## src/rtl/ccs_timer_pkg.sv

```systemverilog
package ccs_timer_pkg;
  localparam int ADDR_W = 4;
  localparam int NFLAG  = 5;

  // register addresses
  localparam logic [ADDR_W-1:0] A_STAT    = 4'd0;
  localparam logic [ADDR_W-1:0] A_CNT_HI  = 4'd1;
  localparam logic [ADDR_W-1:0] A_CNT_LO  = 4'd2;
  localparam logic [ADDR_W-1:0] A_ALT_HI  = 4'd3;
  localparam logic [ADDR_W-1:0] A_ALT_LO  = 4'd4;
  localparam logic [ADDR_W-1:0] A_CAP1_HI = 4'd5;
  localparam logic [ADDR_W-1:0] A_CAP1_LO = 4'd6;
  localparam logic [ADDR_W-1:0] A_CAP2_HI = 4'd7;
  localparam logic [ADDR_W-1:0] A_CAP2_LO = 4'd8;
  localparam logic [ADDR_W-1:0] A_CMP1_HI = 4'd9;
  localparam logic [ADDR_W-1:0] A_CMP1_LO = 4'd10;
  localparam logic [ADDR_W-1:0] A_CMP2_HI = 4'd11;
  localparam logic [ADDR_W-1:0] A_CMP2_LO = 4'd12;

  // flag vector index; vector maps to status bits 7..3
  localparam int F_IC1 = 4;
  localparam int F_OC1 = 3;
  localparam int F_WRP = 2;
  localparam int F_IC2 = 1;
  localparam int F_OC2 = 0;
endpackage

```

## src/rtl/ccs_counter.sv

```systemverilog
module ccs_counter #(
  parameter int W = 16
) (
  input  logic         clk,
  input  logic         rst,
  input  logic         step,
  output logic [W-1:0] cnt,
  output logic         wrap
);
  always_ff @(posedge clk) begin
    if (rst)       cnt <= '0;
    else if (step) cnt <= cnt + 1'b1;
  end

  assign wrap = step && (&cnt);


  frozen_hold_chk: assert property (@(posedge clk) disable iff (rst)
    !step |=> (cnt == $past(cnt)));
endmodule

```

## src/rtl/ccs_capture.sv

```systemverilog
module ccs_capture #(
  parameter int W     = 16,
  parameter int SYNC  = 2
) (
  input  logic         clk,
  input  logic         rst,
  input  logic         pin,
  input  logic [W-1:0] cnt,
  output logic [W-1:0] value,
  output logic         event_o
);
  logic [SYNC-1:0] sync_q;
  logic            prev_q;

  always_ff @(posedge clk) begin
    if (rst) begin
      sync_q <= '0;
      prev_q <= 1'b0;
    end else begin
      sync_q <= {sync_q[SYNC-2:0], pin};
      prev_q <= sync_q[SYNC-1];
    end
  end

  assign event_o = sync_q[SYNC-1] && !prev_q;

  always_ff @(posedge clk) begin
    if (rst)          value <= '0;
    else if (event_o) value <= cnt;
  end
endmodule

```

## src/rtl/ccs_flags.sv

```systemverilog
module ccs_flags #(
  parameter int N = 5
) (
  input  logic         clk,
  input  logic         rst,
  input  logic [N-1:0] set_ev,
  input  logic         stat_rd,
  input  logic [N-1:0] clr_acc,
  output logic [N-1:0] flags
);
  logic [N-1:0] arm_q;

  for (genvar i = 0; i < N; i++) begin : g_flag
    always_ff @(posedge clk) begin
      if (rst) begin
        flags[i] <= 1'b0;
        arm_q[i] <= 1'b0;
      end else begin
        if (set_ev[i])                     flags[i] <= 1'b1;
        else if (clr_acc[i] && arm_q[i])   flags[i] <= 1'b0;
        if (stat_rd)         arm_q[i] <= flags[i];
        else if (clr_acc[i]) arm_q[i] <= 1'b0;
      end
    end


    clear_needs_arm_chk: assert property (@(posedge clk) disable iff (rst)
      $fell(flags[i]) |-> $past(arm_q[i] && clr_acc[i]));

    set_wins_chk: assert property (@(posedge clk) disable iff (rst)
      $past(set_ev[i]) |-> flags[i]);
  end
endmodule

```

## src/rtl/ccs_timer.sv

```systemverilog
module ccs_timer
  import ccs_timer_pkg::*;
#(
  parameter int CNT_W  = 16,
  parameter int DATA_W = 8,
  parameter int SYNC   = 2
) (
  input  logic              clk,
  input  logic              rst,
  input  logic              tick_en,
  input  logic [ADDR_W-1:0] addr,
  input  logic              rd_en,
  input  logic              wr_en,
  input  logic [DATA_W-1:0] wr_data,
  output logic [DATA_W-1:0] rd_data,
  input  logic [1:0]        cap_in,
  output logic [1:0]        ocmp
);
  localparam int NCH = 2;
  localparam int HI  = CNT_W - 1;
  localparam int LO  = DATA_W;

  logic             dis_q;
  logic             step;
  logic [CNT_W-1:0] cnt;
  logic             wrap;
  logic [CNT_W-1:0] cap_val [NCH];
  logic [NCH-1:0]   cap_ev;
  logic [CNT_W-1:0] cmp_q   [NCH];
  logic [NCH-1:0]   match;
  logic [NFLAG-1:0] flags;
  logic [NFLAG-1:0] set_ev;
  logic [NFLAG-1:0] clr_acc;
  logic             acc;
  logic             stat_rd;

  assign step = tick_en && !dis_q;
  assign acc  = rd_en || wr_en;
  assign stat_rd = rd_en && (addr == A_STAT);

  ccs_counter #(.W(CNT_W)) u_cnt (
    .clk(clk), .rst(rst), .step(step), .cnt(cnt), .wrap(wrap)
  );

  for (genvar c = 0; c < NCH; c++) begin : g_ch
    ccs_capture #(.W(CNT_W), .SYNC(SYNC)) u_cap (
      .clk(clk), .rst(rst), .pin(cap_in[c]), .cnt(cnt),
      .value(cap_val[c]), .event_o(cap_ev[c])
    );

    assign match[c] = step && ((cnt + 1'b1) == cmp_q[c]);

    always_ff @(posedge clk) begin
      if (rst || dis_q) ocmp[c] <= 1'b0;
      else if (match[c]) ocmp[c] <= !ocmp[c];
    end


    out_low_off_chk: assert property (@(posedge clk) disable iff (rst)
      $past(dis_q) |-> !ocmp[c]);
  end

  // compare registers and disable bit
  always_ff @(posedge clk) begin
    if (rst) begin
      dis_q    <= 1'b0;
      cmp_q[0] <= '0;
      cmp_q[1] <= '0;
    end else if (wr_en) begin
      case (addr)
        A_STAT:    dis_q          <= wr_data[2];
        A_CMP1_HI: cmp_q[0][HI:LO] <= wr_data;
        A_CMP1_LO: cmp_q[0][LO-1:0] <= wr_data;
        A_CMP2_HI: cmp_q[1][HI:LO] <= wr_data;
        A_CMP2_LO: cmp_q[1][LO-1:0] <= wr_data;
        default: ;
      endcase
    end
  end

  always_comb begin
    set_ev        = '0;
    set_ev[F_IC1] = cap_ev[0];
    set_ev[F_OC1] = match[0];
    set_ev[F_WRP] = wrap;
    set_ev[F_IC2] = cap_ev[1];
    set_ev[F_OC2] = match[1];
    clr_acc        = '0;
    clr_acc[F_IC1] = acc && (addr == A_CAP1_LO);
    clr_acc[F_OC1] = acc && (addr == A_CMP1_LO);
    clr_acc[F_WRP] = acc && (addr == A_CNT_LO);
    clr_acc[F_IC2] = acc && (addr == A_CAP2_LO);
    clr_acc[F_OC2] = acc && (addr == A_CMP2_LO);
  end

  ccs_flags #(.N(NFLAG)) u_flags (
    .clk(clk), .rst(rst), .set_ev(set_ev), .stat_rd(stat_rd),
    .clr_acc(clr_acc), .flags(flags)
  );

  always_ff @(posedge clk) begin
    if (rst) rd_data <= '0;
    else if (rd_en) begin
      case (addr)
        A_STAT:    rd_data <= {flags, dis_q, 2'b00};
        A_CNT_HI, A_ALT_HI:   rd_data <= cnt[HI:LO];
        A_CNT_LO, A_ALT_LO:   rd_data <= cnt[LO-1:0];
        A_CAP1_HI: rd_data <= cap_val[0][HI:LO];
        A_CAP1_LO: rd_data <= cap_val[0][LO-1:0];
        A_CAP2_HI: rd_data <= cap_val[1][HI:LO];
        A_CAP2_LO: rd_data <= cap_val[1][LO-1:0];
        A_CMP1_HI: rd_data <= cmp_q[0][HI:LO];
        A_CMP1_LO: rd_data <= cmp_q[0][LO-1:0];
        A_CMP2_HI: rd_data <= cmp_q[1][HI:LO];
        A_CMP2_LO: rd_data <= cmp_q[1][LO-1:0];
        default:   rd_data <= '0;
      endcase
    end
  end


  reserved_zero_chk: assert property (@(posedge clk) disable iff (rst)
    $past(stat_rd) |-> (rd_data[1:0] == 2'b00));

  alt_keeps_wrap_chk: assert property (@(posedge clk) disable iff (rst)
    (acc && (addr == A_ALT_LO) && flags[F_WRP]) |=> flags[F_WRP]);
endmodule

```

## config.mk

```make
export PLATFORM = sky130hd
export DESIGN_NAME = ccs_timer
export DESIGN_NICKNAME = d
export VERILOG_FILES = /design/src/rtl/ccs_timer_pkg.sv /design/src/rtl/ccs_counter.sv /design/src/rtl/ccs_capture.sv /design/src/rtl/ccs_flags.sv /design/src/rtl/ccs_timer.sv
export SDC_FILE = /design/constraint.sdc
export NUM_CORES = 1
export LEC_CHECK = 0
export ABC_AREA = 1
export BUFFER_PORTS_ARGS = -buffer_cell sky130_fd_sc_hd__buf_2
export CORE_UTILIZATION = 44
export DETAILED_ROUTE_END_ITERATION = 6
export PLACE_DENSITY = 0.59
export SYNTH_ARGS = -nofsm -noshare
export SYNTH_HDL_FRONTEND = slang
export SYNTH_SLANG_ARGS = --single-unit
```

## constraint.sdc

```tcl
create_clock -name clk -period 4.5 [get_ports clk]
set_input_delay 0.9 -clock clk [delete_from_list [all_inputs] [get_ports clk]]
set_output_delay 0.9 -clock clk [all_outputs]
set_load 0.01 [all_outputs]
```

==> impl_metrics.yaml, run 1 <==
setup_path:
  crit_type: "primary input to register"
  reg2reg_to: "ocmp[1]"
  start_kind: "primary input"
  slowest_stage: "o21ai_0"
  critical-path-max-stage-delay_ns: 0.99
  worst_setup_path_end_kind: "register"
  arrival_ns: 2.72
  cp_cell_sequence: "buf_2 > nor2_1 > nand3_1 > o21ai_0"
  regToRegSetupSlack_ns: 1.99
  crit_fanout: 9
  worstReg2RegStart: "u_cnt.cnt[1]"
  reg2reg_depth: 13
  critPathRequiredTime_ns: 4.47
  cp-startpoint: "addr[0]"
synthesis:
  syn-cell-area_sq_um: 5310
  synth-edff-count: 32
  synthesis.instances: 730
  syn_nets: 750
  syn_avg_cell_area_sq_um: 7.27
  ys_top_cells_by_area: "dfxtp_1, edfxtp_1, nand2_1, nand3_1, inv_1"
  synth-main-ff-cell: "dfxtp_1"
  ys_ff_latch: 107
  yosysSeqAreaShare: 0.464
  post-synth-top-area-fraction: 0.283
  yosys-top-cells-count: "nand2_1, inv_1, nand3_1"
  synth_cell_types: 30
  yosysMostFrequentCell: "nand2_1"
  post-synth-top-area-cell: "dfxtp_1"
  ys_async_sr_fraction: 0
  ys_warn_count: 0
die:
  dieArea_sq_um: 12500
  die_w_um: 112
  num_rows: 39
  chipHeight_um: 112
  placeableCoreArea_sq_um: 11600
  io_pins: 29
  start_util: 0.459
clock_network:
  cts_buffers: 9
  clk_pin_slew_ns: 0.07
  cts_buffer_depth: 2
  hold_buffers: 0
  cts_setup_buffers: 0
  cts-root-buf: "clkbuf_16"
  clk_latency_ns: 0.36
  cts_tree: "yes"
  htree_levels: 3
  cts_resized: 0
  clock-sinks: 107
worst_hold_path:
  min_from: "g_ch[1].u_cap.sync_q[0]"
  min_to: "g_ch[1].u_cap.sync_q[1]"
  hold_class: "register to register"
  hold_depth: 2
placement:
  io_buffers: 28
  gp_congestion: 0.981
  hpwlAfterDp_mm: 13.6
final_layout:
  syn_to_final_growth_pct: 11.2
  diodes: 0
  drive_gt1_frac: 0.0775
  fillerInstances: 1178
  num-nets-final: 776
  finish.utilization: 0.510
power_and_ir_drop:
  ir_worst_vdd_v: 0.000275
  power_density_nw_per_um2: 362
  p_leak_nw: 2.55
global_routing:
  grt_antenna_before_repair: 0
  grt-ovfl-total: 0
  grt_use_total: 0.291
  grt_pass1_vias: 4763
  grt_pass1_wl_mm: 27.0
  grt_max_degree: 32
timing:
  setup_tns_ns: 0
  period_needed_ns: 2.75
  max_freq_mhz: 364
  period_share: 0.611
  rsz0062_at_grt: "no"
  setup_viol: 0
  tightest_slew_ns: 1.06
  slew_violations: 0
  final_hold_viol_count: 0
  skew_ns: 0.00655
  slew_headroom: 0.283
detailed_routing:
  drtPass1Iterations: 5
  routed_via_density: 5.65
  ant_nets: 0
  detail_route.wl_per_cell_um: 19.4
  drc_errors: 0
  first_iter_violations: 571
  routed_wl_mm: 17.5
  vias: 5108
run:
  maxCapViolations: 0
status:
  status: "finished clean"
cells in the final DEF, fill, tap and decap left out, types with 6 or more instances in the layout:
master,count
inv_1,103
o22ai_1,13
nor2_1,74
edfxtp_1,32
nand4_1,15
buf_2,28
clkbuf_16,9
nand3_1,77
dfxtp_1,75
a21oi_1,76
o211ai_1,6
buf_4,6
o21ai_0,63
nand2_1,145
how the worst max path moves through the flow:
| stage | cells after the start | slack, ns | endpoint |
|---|---|---|---|
| 2_1_floorplan | 4 | 2.03 | cmp_q[0][10] |
| 3_3_place_gp | 4 | 1.49 | cmp_q[1][7] |
| 3_5_place_dp | 4 | 1.41 | cmp_q[1][6] |
| 4_1_cts | 4 | 1.78 | cmp_q[1][6] |
| 5_1_grt | 4 | 1.52 | cmp_q[1][6] |
| 6_report | 4 | 1.75 | cmp_q[1][6] |
per-layer routing:
metal  GRT usage  part of all wire
met1       0.375              0.44
met2       0.466              0.47
met3      0.0572             0.055
met4       0.148             0.036
met5           0                 0
worst max-delay path: cells and delay by family:
kind | cells | cell delay (ns)
buf+inv | 1 | 0.12
simple gates | 2 | 0.70
compound gates | 1 | 0.99
layout make-up:
class	instances	area (sq um)	share of cell area
Multi-Input combinational cell	499	2380	0.403
Clock inverter	6	66.3	0.0112
Clock buffer	10	239	0.0405
Timing Repair Buffer	34	185	0.0314
Tap cell	143	179	0.0303
Sequential cell	107	2460	0.417
Inverter	105	394	0.0668
through the flow:
stage	cells	hold slack (ns)	power [mW]	worst slack (ns)	instance area [sq um]
final	904	0.410	2.14	1.75	5900
after global routing	904	0.432	2.21	1.52	5900
after CTS	904	0.412	2.15	1.78	5900
after detailed placement	888	0.398	1.35	1.41	5600
after global placement	888	0.397	1.35	1.49	5600
after floorplan	730	0.388	1.25	2.03	5310
where the power goes:
part / internal (mW) / switching, mW
Sequential: 1.04 / 0.0465
Clock: 0.446 / 0.356
Combinational: 0.0712 / 0.172
Total: 1.56 / 0.575
state kept, by name (all words and copies together), names as in the netlist:
register	cells
g_ch.u_cap.prev_q	2
u_flags.arm_q	5
u_flags.flags	5
rd_data	8
ocmp	2
cmp_q	32
dis_q	1
g_ch.u_cap.value	32
u_cnt.cnt	16
g_ch.u_cap.sync_q	4
cell families after synthesis:
group,count (synthesis),synth area share
xor gates and xnor gates,3,0.00495
buffers and inverters,124,0.0880
AOI/OAI and AO/OA,174,0.180
and+or+nand+nor,321,0.261
adders and majority gates,1,0.00236
DFF,107,0.464
Note: power is estimated with default switching activity, not from simulation.
==> run 2: changes to the inputs <==
--- a/config.mk
+++ b/config.mk
@@ -5,11 +5,11 @@
 export SDC_FILE = /design/constraint.sdc
 export NUM_CORES = 1
 export LEC_CHECK = 0
-export ABC_AREA = 1
+export ABC_AREA = 0
 export BUFFER_PORTS_ARGS = -buffer_cell sky130_fd_sc_hd__buf_2
 export CORE_UTILIZATION = 44
 export DETAILED_ROUTE_END_ITERATION = 6
-export PLACE_DENSITY = 0.59
+export PLACE_DENSITY = 0.61
 export SYNTH_ARGS = -nofsm -noshare
 export SYNTH_HDL_FRONTEND = slang
 export SYNTH_SLANG_ARGS = --single-unit
==> constraint.sdc (replaced) <==
create_clock -name clk -period 2.4 [get_ports clk]
set_input_delay 0.48 -clock clk [delete_from_list [all_inputs] [get_ports clk]]
set_output_delay 0.48 -clock clk [all_outputs]
set_load 0.01 [all_outputs]
==> impl_metrics.yaml, run 2 <==
status:
  status: "finished clean"
setup_path:
  slowest_stage: "or4_4"
  cp_cell_sequence: "buf_4 > nand3_4 > nor4_2 > buf_4 > xnor2_2 > xnor2_1 > or4_4 > or3_1 > a21oi_1"
  critical-path-max-stage-delay_ns: 0.49
  start_kind: "register"
  reg2reg_depth: 9
  crit_fanout: 6
  arrival_ns: 2.63
  critPathRequiredTime_ns: 2.68
  crit_type: "register to register"
  crit_path_frequent_cell: "buf_4"
  worst_setup_path_end_kind: "register"
global_routing:
  use_met3: 0.0691
  met2_usage: 0.418
  grt-ovfl-total: 0
  grt.met1_usage: 0.369
  grt_pass1_vias: 4592
  grt_max_degree: 57
  grt_pass1_wl_mm: 26.1
  grt_antenna_before_repair: 0
  top_usage_layer: "met2"
  grt_use_total: 0.275
timing:
  tightest_slew_ns: 1.02
  skew_ns: 0.00784
  final_hold_viol_count: 0
  rsz0062_at_grt: "yes"
  slew_violations: 0
  slew_headroom: 0.318
  timing.hold.ws_ns: 0.340
  setup_tns_ns: 0
  period_share: 0.977
  max_freq_mhz: 426
  setup_viol: 0
  period_needed_ns: 2.34
synthesis:
  synth_top_family_by_area: "simple AND/OR/NAND/NOR gates"
  yosysSeqAreaShare: 0.449
  synth-edff-count: 32
  yosys-top-cells-count: "nand2_1, dfxtp_1, a21oi_1"
  yosysMostFrequentCell: "nand2_1"
  post-synth-top-area-cell: "dfxtp_1"
  ys_ff_latch: 107
  yosys.area_share.xor_xnor: 0.0913
  syn_avg_cell_area_sq_um: 8.74
  synth_mux_area_frac: 0.0148
  syn-cell-area_sq_um: 5480
  post-synth-top-area-fraction: 0.274
  syn_nets: 647
  synthesis.instances: 627
  synthAdderAreaFrac: 0.00228
  ys_top_cells_by_area: "dfxtp_1, edfxtp_1, nand2_1, xnor2_1, a21oi_1"
  synth_cell_types: 58
  ys_warn_count: 0
  synth-main-ff-cell: "dfxtp_1"
  synth-compound-area-share: 0.157
  ys_async_sr_fraction: 0
  synth-simple-area-share: 0.245
power_and_ir_drop:
  power.share.clock: 0.381
  swShare: 0.249
  p_leak_nw: 2.41
  p_comb_frac: 0.097
  power.switching_mw: 0.936
  power_density_nw_per_um2: 563
  p_int_mw: 2.82
  pwr-share-seq: 0.523
  ir_worst_vdd_v: 0.000707
die:
  chipHeight_um: 114
  placeableCoreArea_sq_um: 12100
  num_rows: 40
  die_w_um: 114
  dieArea_sq_um: 12900
  io_pins: 29
  start_util: 0.455
placement:
  gp_congestion: 0.916
  io_buffers: 28
  dp_cells: 846
  hpwlAfterDp_mm: 12.8
clock_network:
  clock-sinks: 107
  cts_buffer_depth: 2
  htree_levels: 3
  cts-root-buf: "clkbuf_16"
  clk_latency_ns: 0.35
  cts_tree: "yes"
  clk_pin_slew_ns: 0.07
  cts_buffers: 9
final_layout:
  drive_gt1_frac: 0.216
  final_common_cell: "nand2_1"
  num-nets-final: 713
  top_regs: "cmp_q (32), g_ch.u_cap.value (32), u_cnt.cnt (16)"
  final_cell_mix: "nand2_1, buf_4, dfxtp_1, a21oi_1, nor2_1"
  fillerInstances: 1114
  syn_to_final_growth_pct: 21.6
  instances_no_fill: 867
detailed_routing:
  drc_errors: 0
  drtPass1Iterations: 5
  routed_via_density: 5.59
  vias: 4845
  detail_route.wl_per_cell_um: 19.7
  routed_wl_mm: 17.1
  ant_nets: 0
  first_iter_violations: 437
worst_hold_path:
  hold_depth: 2
  hold_class: "primary input to register"
run:
  maxCapViolations: 0
-- run 2: cell types whose count changed in the layout (fill, tap and decap cells not counted), sizes merged, moves of 13 or more --
cell / before / now
a21oi: 76 / 58
and2: 0 / 17
buf: 34 / 102
inv: 104 / 6
nand2: 147 / 99
nand3: 77 / 21
nor2: 80 / 42
nor2b: 0 / 20
o21ai: 64 / 25
o22ai: 13 / 0
xnor2: 0 / 35
xor2: 3 / 17
-- run 2: final cells by class --
type / count / area [sq um] / share of cell area
Antenna cell: 1 / 2.50 / 0.000375
Clock buffer: 12 / 258 / 0.0387
Clock inverter: 4 / 25.0 / 0.00375
Inverter: 6 / 22.5 / 0.00338
Multi-Input combinational cell: 467 / 2930 / 0.439
Sequential cell: 107 / 2490 / 0.374
Tap cell: 168 / 210 / 0.0315
Timing Repair Buffer: 102 / 732 / 0.110
-- run 2: power by group through the flow --
| stage | Sequential [mW] | Combinational (mW) | Clock, mW |
|---|---|---|---|
| floorplan | 1.98 | 0.214 | 0 |
| global placement | 2.00 | 0.348 | 0 |
| detailed placement | 2.00 | 0.351 | 0 |
| CTS | 1.96 | 0.353 | 1.47 |
| global route | 1.96 | 0.390 | 1.53 |
| finish | 1.96 | 0.362 | 1.43 |
-- run 2: cells by family (layout without fill, tap and decap cells) --
group | Yosys count | after routing
buffers and inverters | 53 | 124
adders and majority gates | 1 | 1
AOI/OAI and AO/OA | 136 | 136
xor gates and xnor gates | 54 | 54
and+or+nand+nor | 268 | 268
DFF | 107 | 107
other | 0 | 1
muxes | 8 | 8
-- run 2: stage by stage --
| step | util | setup slack [ns] | area [sq um] | power [mW] |
|---|---|---|---|---|
| after floorplan | - | -0.00521 | 5520 | 2.20 |
| after global placement | 0.515 | -0.0789 | 6220 | 2.35 |
| after detailed placement | 0.515 | -0.0771 | 6220 | 2.36 |
| after CTS | 0.540 | 0.00379 | 6510 | 3.79 |
| after global routing | 0.552 | -0.0192 | 6660 | 3.89 |
| final | 0.553 | 0.0551 | 6670 | 3.76 |
-- run 2: path summary, 6_finish.rpt --
| kind | start | slack (ns) | end |
|---|---|---|---|
| worst max-delay path | u_cnt.cnt[1] | 0.06 | ocmp[0] |
| worst min-delay path | cap_in[1] | 0.34 | g_ch[1].u_cap.sync_q[0] |
| worst min register to register | g_ch[0].u_cap.sync_q[0] | 0.45 | g_ch[0].u_cap.sync_q[1] |
| worst max register to register | u_cnt.cnt[1] | 0.06 | ocmp[0] |
-- run 2: metal layers --
metal | vias to the layer above | part of all wire
met2 | 167 | 0.45
met1 | 2316 | 0.45
met4 | 0 | 0.032
li1 | 2333 | -
met3 | 29 | 0.070
met5 | - | 0
-- run 2: worst max-delay path: cells and delay by family (launching register included) --
family / cells / cell delay, ns
xor+xnor: 2 / 0.21
simple gates: 4 / 1.24
flops: 1 / 0.36
compound gates: 1 / 0.14
buf+inv: 2 / 0.32
-- run 2: timing repair --
item	4_1_cts	5_1_grt
cloned	0	0
gates resized for setup	3	31
buffers inserted	0	4
endpoints found under the hold margin	0	0
pin swaps	1	6
hold buffers	0	0
setup endpoints to repair	3	4
==> run 3: changes to the inputs <==
--- a/config.mk
+++ b/config.mk
@@ -9,7 +9,7 @@
 export BUFFER_PORTS_ARGS = -buffer_cell sky130_fd_sc_hd__buf_2
 export CORE_UTILIZATION = 44
 export DETAILED_ROUTE_END_ITERATION = 6
-export PLACE_DENSITY = 0.61
+export PLACE_DENSITY = 0.59
 export SYNTH_ARGS = -nofsm -noshare
 export SYNTH_HDL_FRONTEND = slang
 export SYNTH_SLANG_ARGS = --single-unit
==> constraint.sdc (replaced) <==
create_clock -name clk -period 2.2 [get_ports clk]
set_input_delay 0.44 -clock clk [delete_from_list [all_inputs] [get_ports clk]]
set_output_delay 0.44 -clock clk [all_outputs]
set_load 0.01 [all_outputs]
==> impl_metrics.yaml, run 3 (synthesis results as in run 2) <==
setup_path:
  regToRegSetupSlack_ns: -0.15
  slowest_stage: "or4_4"
  critPathRequiredTime_ns: 2.50
  crit_fanout: 6
  path_depth: 7
  arrival_ns: 2.65
  critical-path-max-stage-delay_ns: 0.44
  crit_type: "register to register"
  reg2reg_to: "ocmp[0]"
  cp_top_family: "simple AND/OR/NAND/NOR gates"
  start_kind: "register"
  cp_cell_sequence: "nand4_4 > or2_4 > o41ai_4 > o211ai_1 > or4_4 > or3_1 > a21oi_1"
  worst_setup_path_end_kind: "register"
  reg2reg_depth: 7
  crit_buf_inv: 0
  worstReg2RegStart: "u_cnt.cnt[5]"
  cp-startpoint: "u_cnt.cnt[5]"
die:
  io_pins: 29
  dieArea_sq_um: 12900
  die_w_um: 114
  placeableCoreArea_sq_um: 12100
  chipHeight_um: 114
  num_rows: 40
  start_util: 0.455
clock_network:
  cts_buffers: 9
  cts_tree: "yes"
  cts_buffer_depth: 2
  clk_pin_slew_ns: 0.08
  hold_buffers: 0
  htree_levels: 3
  clk_latency_ns: 0.37
  clock-sinks: 107
  cts-root-buf: "clkbuf_16"
placement:
  dpl-instance-area_sq_um: 6360
  io_buffers: 28
  dp_slack_ns: -0.147
  hpwlAfterDp_mm: 12.9
  gp_congestion: 0.923
timing:
  final_hold_viol_count: 0
  slew_violations: 0
  rsz0062_at_grt: "yes"
  tightest_slew_ns: 1.02
  fin_ws_ns: -0.148
  max_freq_mhz: 426
  skew_ns: 0.00752
  period_share: 1.07
  slew_headroom: 0.315
  setup_viol: 4
  period_needed_ns: 2.35
global_routing:
  grt_use_total: 0.280
  grt_max_degree: 69
  grt-ovfl-total: 0
  grt_pass1_vias: 4866
  grt_antenna_before_repair: 0
  grt_pass1_wl_mm: 26.7
power_and_ir_drop:
  total_power_mw: 4.19
  ir_worst_vdd_v: 0.000678
  power_density_nw_per_um2: 604
  p_leak_nw: 2.57
final_layout:
  diodes: 0
  fin_area_sq_um: 6950
  drive_gt1_frac: 0.257
  finish.utilization: 0.576
  final_cell_mix: "nand2_1, buf_4, dfxtp_1, a21oi_1, nor2_1"
  num-nets-final: 731
  final_common_cell: "nand2_1"
  top_regs: "cmp_q (32), g_ch.u_cap.value (32), u_cnt.cnt (16)"
  syn_to_final_growth_pct: 26.7
worst_hold_path:
  min_to: "g_ch[0].u_cap.sync_q[0]"
  hold_class: "primary input to register"
  min_from: "cap_in[0]"
  hold_depth: 2
status:
  violations: "negative setup slack"
  status: "finished with violations"
detailed_routing:
  first_iter_violations: 582
  routed_via_density: 5.73
  routed_wl_mm: 17.3
  drtPass1Iterations: 5
  drc_errors: 0
  ant_nets: 0
  vias: 5066
  detail_route.wl_per_cell_um: 19.6
run:
  maxCapViolations: 0
-- run 3: cell types whose count changed in the layout (fill, tap and decap cells not counted), moves of 3 or more --
cell     delta
buf_4      +16
dfxtp_1     +3
dfxtp_2     -4
inv_6       +3
nor3_1      -4
nor3_2      +3
-- run 3: repair_timing --
action,in CTS,in global routing
gates resized for setup,36,16
pin swaps,15,7
endpoints found under the setup margin,4,4
buffers inserted,6,0
-- run 3: through the flow --
step | TNS (ns) | hold WS [ns] | std cells
6_report | -0.359 | 0.279 | 884
5_1_grt | -0.768 | 0.279 | 884
4_1_cts | -0.212 | 0.272 | 884
3_5_place_dp | -0.417 | 0.422 | 862
3_3_place_gp | -0.320 | 0.422 | 862
2_1_floorplan | -0.121 | 0.414 | 627
-- run 3: how the worst max path moves through the flow --
| stage | endpoint |
|---|---|
| after global placement | ocmp[0] |
| after CTS | ocmp[0] |
| after floorplan | ocmp[0] |
| after detailed placement | ocmp[0] |
| final | ocmp[0] |
| after global routing | ocmp[0] |
-- run 3: metal layers --
metal	part of all wire	global-route usage
met5	0	0
met4	0.042	0.142
met3	0.075	0.0691
met2	0.46	0.435
met1	0.43	0.362
-- run 3: worst register-to-register path: stages (launching register included) --
cell	delay, ns
dfxtp_4	0.40
nand4_4	0.16
or2_4	0.31
o41ai_4	0.36
o211ai_1	0.17
or4_4	0.44
or3_1	0.32
a21oi_1	0.12
-- run 3: power breakdown --
part | switching, mW | total, mW | internal [mW]
combinational | 0.242 | 0.423 | 0.181
clock | 0.825 | 1.63 | 0.802
sequential | 0.0638 | 2.14 | 2.08
total | 1.13 | 4.19 | 3.06
-- run 3: final cells by class --
class / instances / area [sq um]
sequential: 107 / 2490
clock buffer: 10 / 230
inverter: 6 / 22.5
multi-input combinational: 467 / 3060
timing repair buffer: 120 / 878
fill: 1108 / 5120
tap: 168 / 210
clock inverter: 6 / 56.3
